===== src/rtl/exc_pkg.sv =====
package exc_pkg;
  localparam int STK_W    = 6;
  localparam int MASK_LSB = 8;
  localparam int PEND_LSB = 8;
  localparam int CODE_LSB = 2;

  typedef enum logic [1:0] {
    SEL_STATUS = 2'd0,
    SEL_CAUSE  = 2'd1,
    SEL_EPC    = 2'd2,
    SEL_NONE   = 2'd3
  } reg_sel_e;

  // entry: every pair moves one level up, current becomes kernel / disabled
  function automatic logic [STK_W-1:0] stk_push(logic [STK_W-1:0] s);
    return {s[3:0], 2'b00};
  endfunction

  // return: every pair moves one level down, the top pair is duplicated
  function automatic logic [STK_W-1:0] stk_pop(logic [STK_W-1:0] s);
    return {s[5:4], s[5:2]};
  endfunction
endpackage


===== src/rtl/exc_mode_stack.sv =====
module exc_mode_stack
  import exc_pkg::*;
#(
  parameter int N_IRQ = 5
) (
  input  logic             clk,
  input  logic             rst_n,
  input  logic             push,
  input  logic             pop,
  input  logic             wr_en,
  input  logic [STK_W-1:0] wr_stack,
  input  logic [N_IRQ-1:0] wr_mask,
  output logic [STK_W-1:0] stack,
  output logic [N_IRQ-1:0] mask
);
  always_ff @(posedge clk) begin
    if (!rst_n) begin
      stack <= '0;
      mask  <= '0;
    end else if (push) begin
      stack <= stk_push(stack);
    end else if (pop) begin
      stack <= stk_pop(stack);
    end else if (wr_en) begin
      stack <= wr_stack;
      mask  <= wr_mask;
    end
  end
endmodule


===== src/rtl/exc_pend_latch.sv =====
module exc_pend_latch #(
  parameter int N_IRQ = 5
) (
  input  logic             clk,
  input  logic             rst_n,
  input  logic [N_IRQ-1:0] hw_irq,
  input  logic [N_IRQ-1:0] irq_ack,
  output logic [N_IRQ-1:0] pend
);
  for (genvar i = 0; i < N_IRQ; i++) begin : g_lvl
    always_ff @(posedge clk) begin
      if (!rst_n)          pend[i] <= 1'b0;
      else if (hw_irq[i])  pend[i] <= 1'b1;
      else if (irq_ack[i]) pend[i] <= 1'b0;
    end
  end
endmodule


===== src/rtl/exc_cause_epc.sv =====
module exc_cause_epc #(
  parameter int XLEN   = 32,
  parameter int CODE_W = 5
) (
  input  logic              clk,
  input  logic              rst_n,
  input  logic              capture,
  input  logic [CODE_W-1:0] code_in,
  input  logic [XLEN-1:0]   pc_in,
  input  logic              wr_code,
  input  logic [CODE_W-1:0] code_wdata,
  input  logic              wr_epc,
  input  logic [XLEN-1:0]   epc_wdata,
  output logic [CODE_W-1:0] code,
  output logic [XLEN-1:0]   epc
);
  always_ff @(posedge clk) begin
    if (!rst_n) begin
      code <= '0;
      epc  <= '0;
    end else if (capture) begin
      code <= code_in;
      epc  <= pc_in;
    end else begin
      if (wr_code) code <= code_wdata;
      if (wr_epc)  epc  <= epc_wdata;
    end
  end
endmodule


===== src/rtl/exc_ctrl_unit.sv =====
module exc_ctrl_unit
  import exc_pkg::*;
#(
  parameter int          N_IRQ    = 5,
  parameter int          XLEN     = 32,
  parameter int          CODE_W   = 5,
  parameter logic [31:0] VEC_ADDR = 32'h8000_0080
) (
  input  logic              clk,
  input  logic              rst_n,
  input  logic              exc_take,
  input  logic [CODE_W-1:0] exc_code,
  input  logic [XLEN-1:0]   exc_pc,
  input  logic [N_IRQ-1:0]  hw_irq,
  input  logic [N_IRQ-1:0]  irq_ack,
  input  logic              rfe,
  input  logic              reg_wr,
  input  logic [1:0]        reg_sel,
  input  logic [XLEN-1:0]   reg_wdata,
  output logic [XLEN-1:0]   reg_rdata,
  output logic              irq_req,
  output logic              kern_mode,
  output logic [XLEN-1:0]   vec_addr
);
  function automatic logic irq_eval(logic ie, logic [N_IRQ-1:0] msk,
                                    logic [N_IRQ-1:0] pnd);
    return ie & (|(msk & pnd));
  endfunction

  logic [STK_W-1:0]  stack;
  logic [N_IRQ-1:0]  mask;
  logic [N_IRQ-1:0]  pend;
  logic [CODE_W-1:0] code;
  logic [XLEN-1:0]   epc;

  // named internal events
  logic cur_ie, cur_ku;
  logic evt_push, evt_pop, evt_wr_ok;
  logic evt_wr_status, evt_wr_cause, evt_wr_epc;
  reg_sel_e sel;

  assign sel           = reg_sel_e'(reg_sel);
  assign cur_ie        = stack[0];
  assign cur_ku        = stack[1];
  assign evt_push      = exc_take;
  assign evt_pop       = rfe & ~exc_take;
  assign evt_wr_ok     = reg_wr & ~cur_ku & ~exc_take & ~rfe;
  assign evt_wr_status = evt_wr_ok & (sel == SEL_STATUS);
  assign evt_wr_cause  = evt_wr_ok & (sel == SEL_CAUSE);
  assign evt_wr_epc    = evt_wr_ok & (sel == SEL_EPC);

  exc_mode_stack #(.N_IRQ(N_IRQ)) u_stack (
    .clk      (clk),
    .rst_n    (rst_n),
    .push     (evt_push),
    .pop      (evt_pop),
    .wr_en    (evt_wr_status),
    .wr_stack (reg_wdata[STK_W-1:0]),
    .wr_mask  (reg_wdata[MASK_LSB +: N_IRQ]),
    .stack    (stack),
    .mask     (mask)
  );

  exc_pend_latch #(.N_IRQ(N_IRQ)) u_pend (
    .clk     (clk),
    .rst_n   (rst_n),
    .hw_irq  (hw_irq),
    .irq_ack (irq_ack),
    .pend    (pend)
  );

  exc_cause_epc #(.XLEN(XLEN), .CODE_W(CODE_W)) u_cause (
    .clk        (clk),
    .rst_n      (rst_n),
    .capture    (evt_push),
    .code_in    (exc_code),
    .pc_in      (exc_pc),
    .wr_code    (evt_wr_cause),
    .code_wdata (reg_wdata[CODE_LSB +: CODE_W]),
    .wr_epc     (evt_wr_epc),
    .epc_wdata  (reg_wdata),
    .code       (code),
    .epc        (epc)
  );

  always_comb begin
    reg_rdata = '0;
    unique case (sel)
      SEL_STATUS: begin
        reg_rdata[STK_W-1:0]         = stack;
        reg_rdata[MASK_LSB +: N_IRQ] = mask;
      end
      SEL_CAUSE: begin
        reg_rdata[PEND_LSB +: N_IRQ]  = pend;
        reg_rdata[CODE_LSB +: CODE_W] = code;
      end
      SEL_EPC:  reg_rdata = epc;
      default:  reg_rdata = '0;
    endcase
  end

  assign irq_req   = irq_eval(cur_ie, mask, pend);
  assign kern_mode = ~cur_ku;
  assign vec_addr  = XLEN'(VEC_ADDR);
endmodule


===== config.mk =====
export PLATFORM = sky130hd
export DESIGN_NAME = exc_ctrl_unit
export DESIGN_NICKNAME = d
export VERILOG_FILES = /design/src/rtl/exc_pkg.sv /design/src/rtl/exc_mode_stack.sv /design/src/rtl/exc_pend_latch.sv /design/src/rtl/exc_cause_epc.sv /design/src/rtl/exc_ctrl_unit.sv
export SDC_FILE = /design/constraint.sdc
export NUM_CORES = 1
export LEC_CHECK = 0
export ABC_CLOCK_PERIOD_IN_PS = 2400
export BUFFER_PORTS_ARGS = -buffer_cell sky130_fd_sc_hd__buf_2
export CAP_MARGIN = 10
export CORE_MARGIN = 2
export CORE_UTILIZATION = 48
export DETAILED_ROUTE_END_ITERATION = 10
export GPL_ROUTABILITY_DRIVEN = 0
export PLACE_DENSITY = 0.81
export SYNTH_ARGS = -nofsm -noshare
export SYNTH_HDL_FRONTEND = slang
export SYNTH_HIERARCHICAL = 1
export SYNTH_SLANG_ARGS = --single-unit

===== constraint.sdc =====
create_clock -name clk -period 2.4 [get_ports clk]
set_clock_uncertainty 0.2 [all_clocks]
set_input_delay 0.12 -clock clk [delete_from_list [all_inputs] [get_ports clk]]
set_output_delay 0.12 -clock clk [all_outputs]
set_load 0.01 [all_outputs]

==> metrics.md, run 1 <==
| Metric | Value |
|---|---|
| Status | `finished, final reports clean` |
| Pint | `1.568 mW` |
| RSZ-0062 raised after global routing | `false` |
| WL met2 | `a little under 5000 um` |
| Top Layer Used | `met4` |
| Initial core utilization | `48.77%` |
| CTS max path bufs | `2` |
| Drt wl/cell | `14.44 um` |
| Core Box Area | `roughly 7000 um^2` |
| Largest cells by area after synthesis | `dfxtp_1, mux2_4, o211a_1` |
| Power Density | `around 430 nW/um^2` |
| Post-Syn Area | `roughly 3500 um^2` |
| Num CTS Buffers | `5` |
| Max incr delay on CP | `0.37 ns` |
| Post-Place Setup Slack | `between 0.3 and 0.4 ns` |
| Initial DRC count | `about 160` |
| Least-Margin Pin Slew | `0.7332 ns` |
| Hold Path Depth | `5` |
| Worst-path cell chain | `nor4b_2 > and2_2 > buf_4 > mux2_2 > o211a_1` |
| Crit path from | `u_stack/stack[1]$_SDFFE_PP0P_` |
| Origin of the worst min-delay path | `exc_take` |
| Post-Route WL | `between 9000 and 10000 um` |
| Sequential Power Share | `~46%` |
| Ys Warns | `6` |
| Diode count | `0` |
| R2R cell count | `5` |
| Switching fraction of total power | `roughly a quarter` |
| CTS clock-pin slew for the worst setup and hold paths | `roughly 0.10 ns` |
| Leak | `2.524 nW` |
| Max-capacitance violation count | `0` |
| Clock root buffer | `clkbuf_8` |
| Seq/Total Area, Yosys | `30.48%` |
| Hold WC Path Type | `input port to register` |
| Setup_tns | `0 ns` |
| Critical path's slowest cell | `dfxtp_1` |
| Clk network pwr share | `between 30% and 40%` |
| CP top delay family | `simple AND/OR/NAND/NOR gates` |
| IO Port Bufs | `119` |
| Worst path bufs/invs | `1` |
| Post-Syn Instances | `338` |
| Tmin final | `2.047 ns` |
| Vias/cell | `5.019` |
| Crit Path Category | `register to register` |
| Synth unique cells | `38` |
| Post-synth top area cell | `dfxtp_1` |
| Crit path required time | `2.41 ns` |
| Final setup vio count | `0` |
| Crit. End Element | `register` |
| Yosys reg bits | `53` |
| Fin crit share | `between 80% and 90%` |
| Nets | `about 620` |
| VDD IR max | `233.3 uV` |
| Site Rows | `31` |
| Most frequent cells in the layout | `buf_2, dlygate4sd3_1, dfxtp_1` |
| Ports | `roughly 150` |
| Post-route setup slack | `0.3533 ns` |
| Max FO, Critical Path | `12` |
| Number of cells after detailed placement | `around 540` |
| Pins Over Slew Limit | `0` |
| Resize count post-CTS | `0` |
| Relative slew margins | `roughly half` |
| CTS tree | `built` |
| Hold Fails Final Rpt | `0` |
| Final Instance Count excl. Fillers | `~620` |
| Pre-antenna DRT Iters | `5` |
| Residual DRC count | `0` |
| Critical Path Source Type | `register` |
| Die area | `7949 um^2` |
| Clock sinks | `53` |
| Vias in the first global route | `between 2000 and 3000` |
| Layout cells sized above 1 | `36.38%` |
| WL met3 | `544 um` |
| Die height | `89.16 um` |
| Tot GR Track Use | `between 20% and 30%` |
| Crit path depth | `5` |
| Largest net degree at the start of global routing | `79` |
| Comb pwr share | `23.9%` |
| R2R Path Start | `u_stack/stack[1]$_SDFFE_PP0P_` |
| Antenna violations before repair | `0` |
| First-pass GRT wire length | `13650 um` |
| Max Clock Freq | `about 490 MHz` |
| Critical path arrival | `between 2 and 2.5 ns` |
| Final ANT Viol Nets | `0` |
| Clk_lat worst skew | `0.30 ns` |
| CTS HTree Levels | `2` |
| Fill cells | `roughly 540` |
| Die Wd | `89.16 um` |
| Mean post-synth cell area | `10.30 um^2` |
| Area fraction of the dominant cell type after synthesis | `30.48%` |
| Layout area overhead | `39.72%` |
| Wl on met1 | `3627 um` |
| DP Wirelength | `5597 um` |
| NetSw | `524.2 uW` |
| Commonest non-fill, non-tap cell in the layout | `buf_2` |
| GRT overflow | `0` |
| Routed via count | `3132` |
-- timing repair --
action,in CTS,in global routing
hold buffers,79,0
endpoints found under the hold margin,51,0
buffers inserted,0,0
-- Yosys cell counts, drive strengths merged --
library cell  instances
dfxtp                53
buf                  49
mux2                 37
o211a                37
nand2b               26
and2                 23
nand2                11
nor2                 11
or2b                 11
a222oi               10
clkbuf               10
nor2b                 9
o21ai                 9
nand3                 7
mux2i                 6
ha                    5
o21a                  5
inv                   4
a21oi                 3
a22oi                 2
conb                  2
o221ai                2
a21boi                1
a22o                  1
a31oi                 1
and2b                 1
nor4b                 1
or3b                  1
-- metrics by stage --
stage	util (%)	power, mW	area [um^2]	hold WS (ns)
5_1_grt	68.15	2.185	4863	0.1785
2_1_floorplan	-	1.275	3593	0.03745
3_3_place_gp	55.43	1.357	3956	0.1299
6_report	68.15	2.092	4863	0.1632
3_5_place_dp	55.43	1.371	3956	0.1332
4_1_cts	68.15	2.103	4863	0.1473
-- cells by family (layout without fill, tap and decap cells) --
| kind of cell | count (synthesis) | count (layout) | synth area share [%] |
|---|---|---|---|
| AOI/OAI and AO/OA | 71 | 71 | 18.44 |
| adders and majority gates | 5 | 5 | 1.797 |
| buffers and inverters | 63 | 220 | 13.19 |
| DFF | 53 | 53 | 30.48 |
| muxes | 43 | 43 | 16.93 |
| other | 2 | 32 | 0.2158 |
| and+or+nand+nor | 101 | 101 | 18.94 |
-- power groups by stage --
stage	registers (mW)	clock network [mW]	logic [mW]
detailed placement	0.981	0	0.389
global placement	0.978	0	0.379
CTS	0.961	0.651	0.491
global route	0.967	0.676	0.543
floorplan	0.971	0	0.303
finish	0.961	0.631	0.500
-- layer usage --
metal / GRT usage (%) / vias to the layer above
li1: - / 1496
met1: 25.35 / 1491
met2: 41.35 / 143
met3: 2.770 / 2
met4: 5.699 / 0
met5: 0 / -
-- tightest hold or removal path, stage by stage --
cell      delay [ns]
buf_2           0.12
nor2b_1         0.05
buf_4           0.15
nand2_1         0.07
o221ai_1        0.10
-- area by class of cell --
type | count | area, um^2 | share of cell area [%]
repair buffers | 208 | 1474 | 30.31
clock buffers | 7 | 86.33 | 1.775
flip-flops and latches | 53 | 1061 | 21.82
multi-input cells | 252 | 2073 | 42.63
clock inverters | 1 | 30.03 | 0.6174
inverters | 4 | 15.01 | 0.3087
well taps | 99 | 123.9 | 2.547
-- sequential cells by signal (all words and copies together), names as in the netlist --
| signal | cells |
|---|---|
| u_pend/pend | 5 |
| u_stack/mask | 5 |
| u_cause/epc | 32 |
| u_stack/stack | 6 |
| u_cause/code | 5 |
-- path summary, 6_finish.rpt --
kind | slack (ns) | to
worst max register to register | 0.35 | u_cause/epc[0]$_SDFFE_PN0P_
worst max-delay path | 0.35 | u_cause/epc[0]$_SDFFE_PN0P_
worst min register to register | 0.29 | u_stack/mask[2]$_SDFFE_PN0P_
worst min-delay path | 0.16 | u_stack/stack[3]$_SDFFE_PN0P_
(Power assumes the default switching activity.)
==> run 2: changes to the inputs <==
==> constraint.sdc (replaced) <==
create_clock -name clk -period 2.4 [get_ports clk]
set_clock_uncertainty 0.2 [all_clocks]
set_input_delay 0 -clock clk [delete_from_list [all_inputs] [get_ports clk]]
set_output_delay 0 -clock clk [all_outputs]
set_load 0.01 [all_outputs]
==> run 2 against run 1 <==
Compared with the run above:
- setup slack got worse by 0.038 ns
- first-iteration DRC count decreased by 8.6%
- combinational power about the same
- cell area decreased by 0.36%
- highest routed layer unchanged
==> metrics.md, run 2 (synthesis gave the netlist of run 1 again) <==
| Metric | Value |
|---|---|
| NetSw | `514.2 uW (-1.9%)` |
| Pins Over Slew Limit | `0 (unchanged)` |
| Max Clock Freq | `479.7 MHz (-1.8%)` |
| Largest net degree at the start of global routing | `53 (-33%)` |
| Sequential Power Share | `48.8% (+2.9 points)` |
| Tot GR Track Use | `22.05% (+0.34 points)` |
| Cell Area, Placed | `3969 um^2 (+0.32%)` |
| Die height | `89.16 um (unchanged)` |
| Least-Margin Pin Slew | `0.6685 ns (-0.06470 ns)` |
| Hold WC Path Type | `input port to register` |
| Top reg by flops | `u_cause/epc` |
| Crit path from | `u_stack/stack[1]$_SDFFE_PP0P_` |
| Power Density | `407.1 nW/um^2 (-5.3%)` |
| Critical Path Source Type | `register` |
| Crit Path Category | `register to register` |
| RSZ-0062 raised after global routing | `false` |
| Residual DRC count | `0 (unchanged)` |
| Most frequent cells in the layout | `buf_2, dlygate4sd3_1, dfxtp_1` |
| Max-capacitance violation count | `0 (unchanged)` |
| Commonest non-fill, non-tap cell in the layout | `buf_2` |
| Crit path required time | `2.40 ns (about the same)` |
| Final Instance Count excl. Fillers | `623 (-0.16%)` |
| CTS max path bufs | `2 (unchanged)` |
| Setup_tns | `0 ns (unchanged)` |
| Num CTS Buffers | `5 (unchanged)` |
| # Post-CTS Setup Buffers | `0 (unchanged)` |
| Fin crit share | `86.86% (+1.6 points)` |
| Initial DRC count | `149 (-8.6%)` |
| Origin of the worst min-delay path | `rst_n` |
| Area occupied by multi-input gates | `2073 um^2 (unchanged)` |
| Final setup vio count | `0 (unchanged)` |
| Clock sinks | `53 (unchanged)` |
| Number of flip-flops under the largest register name | `32 (unchanged)` |
| WL met3 | `539 um (-0.92%)` |
| Relative slew margins | `55.43% (+4.3 points)` |
| DP Wirelength | `5631 um (+0.61%)` |
| Vias in the first global route | `3081 (+3.7%)` |
| Die area | `7949 um^2 (unchanged)` |
| Wl on met1 | `3755 um (+3.5%)` |
| Switching fraction of total power | `26.07% (+1.0 points)` |
| Post-Route WL | `9256 um (+2.7%)` |
| Layout area overhead | `39.22%` |
| Initial core utilization | `48.77% (unchanged)` |
| Layout cells sized above 1 | `36.26% (-0.12 points)` |
| WL met2 | `4845 um (+0.69%)` |
| Crit. End Element | `register` |
| CTS tree | `built` |
| Site Rows | `31 (unchanged)` |
| First-pass GRT wire length | `13860 um (+1.5%)` |
| Largest regs | `u_cause/epc (32), u_stack/stack (6)` |
| Die Wd | `89.16 um (unchanged)` |
| VDD IR max | `232.7 uV (-0.28%)` |
| Ports | `152 (unchanged)` |
| Diode count | `0 (unchanged)` |
| Hold Fails Final Rpt | `0 (unchanged)` |
| GRT overflow | `0 (unchanged)` |
| Pint | `1.459 mW (-7.0%)` |
| Nets | `615 (unchanged)` |
| Status | `finished, final reports clean` |
| Comb pwr share | `25.5% (+1.6 points)` |
| Clock root buffer | `clkbuf_8` |
| Top Layer Used | `met4` |
| FF+latch area | `1061 um^2 (unchanged)` |
| Fill cells | `570 (+5.2%)` |
| CTS HTree Levels | `2 (unchanged)` |
| CTS clock-pin slew for the worst setup and hold paths | `0.09 ns (about the same)` |
| IO Port Bufs | `119 (unchanged)` |
| Clk network pwr share | `25.7% (-4.5 points)` |
| Drt wl/cell | `14.86 um (+2.9%)` |
| Leak | `2.515 nW (-0.38%)` |
| Final ANT Viol Nets | `0 (unchanged)` |
| Antenna violations before repair | `0 (unchanged)` |
| Finished Cell Area | `4846 um^2 (-0.36%)` |
| Clk_lat worst skew | `0.30 ns (about the same)` |
| WHS | `0.06716 ns (-0.09608 ns)` |
| Vias/cell | `5.010 (-0.19%)` |
| Pre-antenna DRT Iters | `5 (unchanged)` |
| R2R Path Start | `u_stack/stack[1]$_SDFFE_PP0P_` |
| Critical path arrival | `2.08 ns (+0.03 ns)` |
| Number of cells after detailed placement | `537 (unchanged)` |
| Routed via count | `3121 (-0.35%)` |
| Core Box Area | `7137 um^2 (unchanged)` |
| Tmin final | `2.085 ns (+0.03793 ns)` |
| Max FO, Critical Path | `12 (unchanged)` |
-- run 2: what timing repair did --
action                     4_1_cts  5_1_grt
setup endpoints to repair        0        0
hold buffers                    79        0
gates resized for setup          0        0
hold endpoints to repair        53        0
-- run 2: power by group through the flow --
stage	logic, mW	clock network (mW)	registers [mW]
2_1_floorplan	0.303	0	0.971
3_3_place_gp	0.382	0	0.978
3_5_place_dp	0.390	0	0.982
4_1_cts	0.492	0.537	0.962
5_1_grt	0.545	0.552	0.968
6_report	0.503	0.507	0.963
-- run 2: worst max-delay path, cell delays in order, from the launching register on --
cell and delay, ns:
dfxtp_1 0.36, nor4b_2 0.35, and2_2 0.23, buf_4 0.26, mux2_2 0.36, o211a_1 0.20
-- run 2: per-stage QoR --
step                      setup WS [ns]  total power [mW]  utilization (%)
after detailed placement         0.3430             1.371            55.61
after floorplan                  0.5424             1.275                -
final                            0.3154             1.973            67.90
after CTS                        0.3283             1.991            67.90
after global placement           0.4236             1.360            55.61
after global routing             0.2280             2.065            67.90
-- run 2: layout make-up --
class	instances	area share, %
timing repair buffer	208	30.67
inverter	4	0.3098
sequential	53	21.90
clock buffer	7	1.782
tap	99	2.556
multi-input combinational	252	42.78
-- run 2: per-layer routing --
metal / global-route usage (%) / up-vias
li1: - / 1496
met1: 25.24 / 1479
met2: 41.41 / 132
met3: 3.693 / 14
met4: 6.920 / 0
met5: 0 / -
-- run 2: path summary, 6_finish.rpt --
check,to,slack [ns],depth (start not counted)
setup / recovery,u_cause/epc[0]$_SDFFE_PN0P_,0.32,5
hold reg to reg,u_stack/mask[1]$_SDFFE_PN0P_,0.29,2
setup reg to reg,u_cause/epc[0]$_SDFFE_PN0P_,0.32,5
hold / removal,u_cause/code[4]$_SDFFE_PN0P_,0.07,2
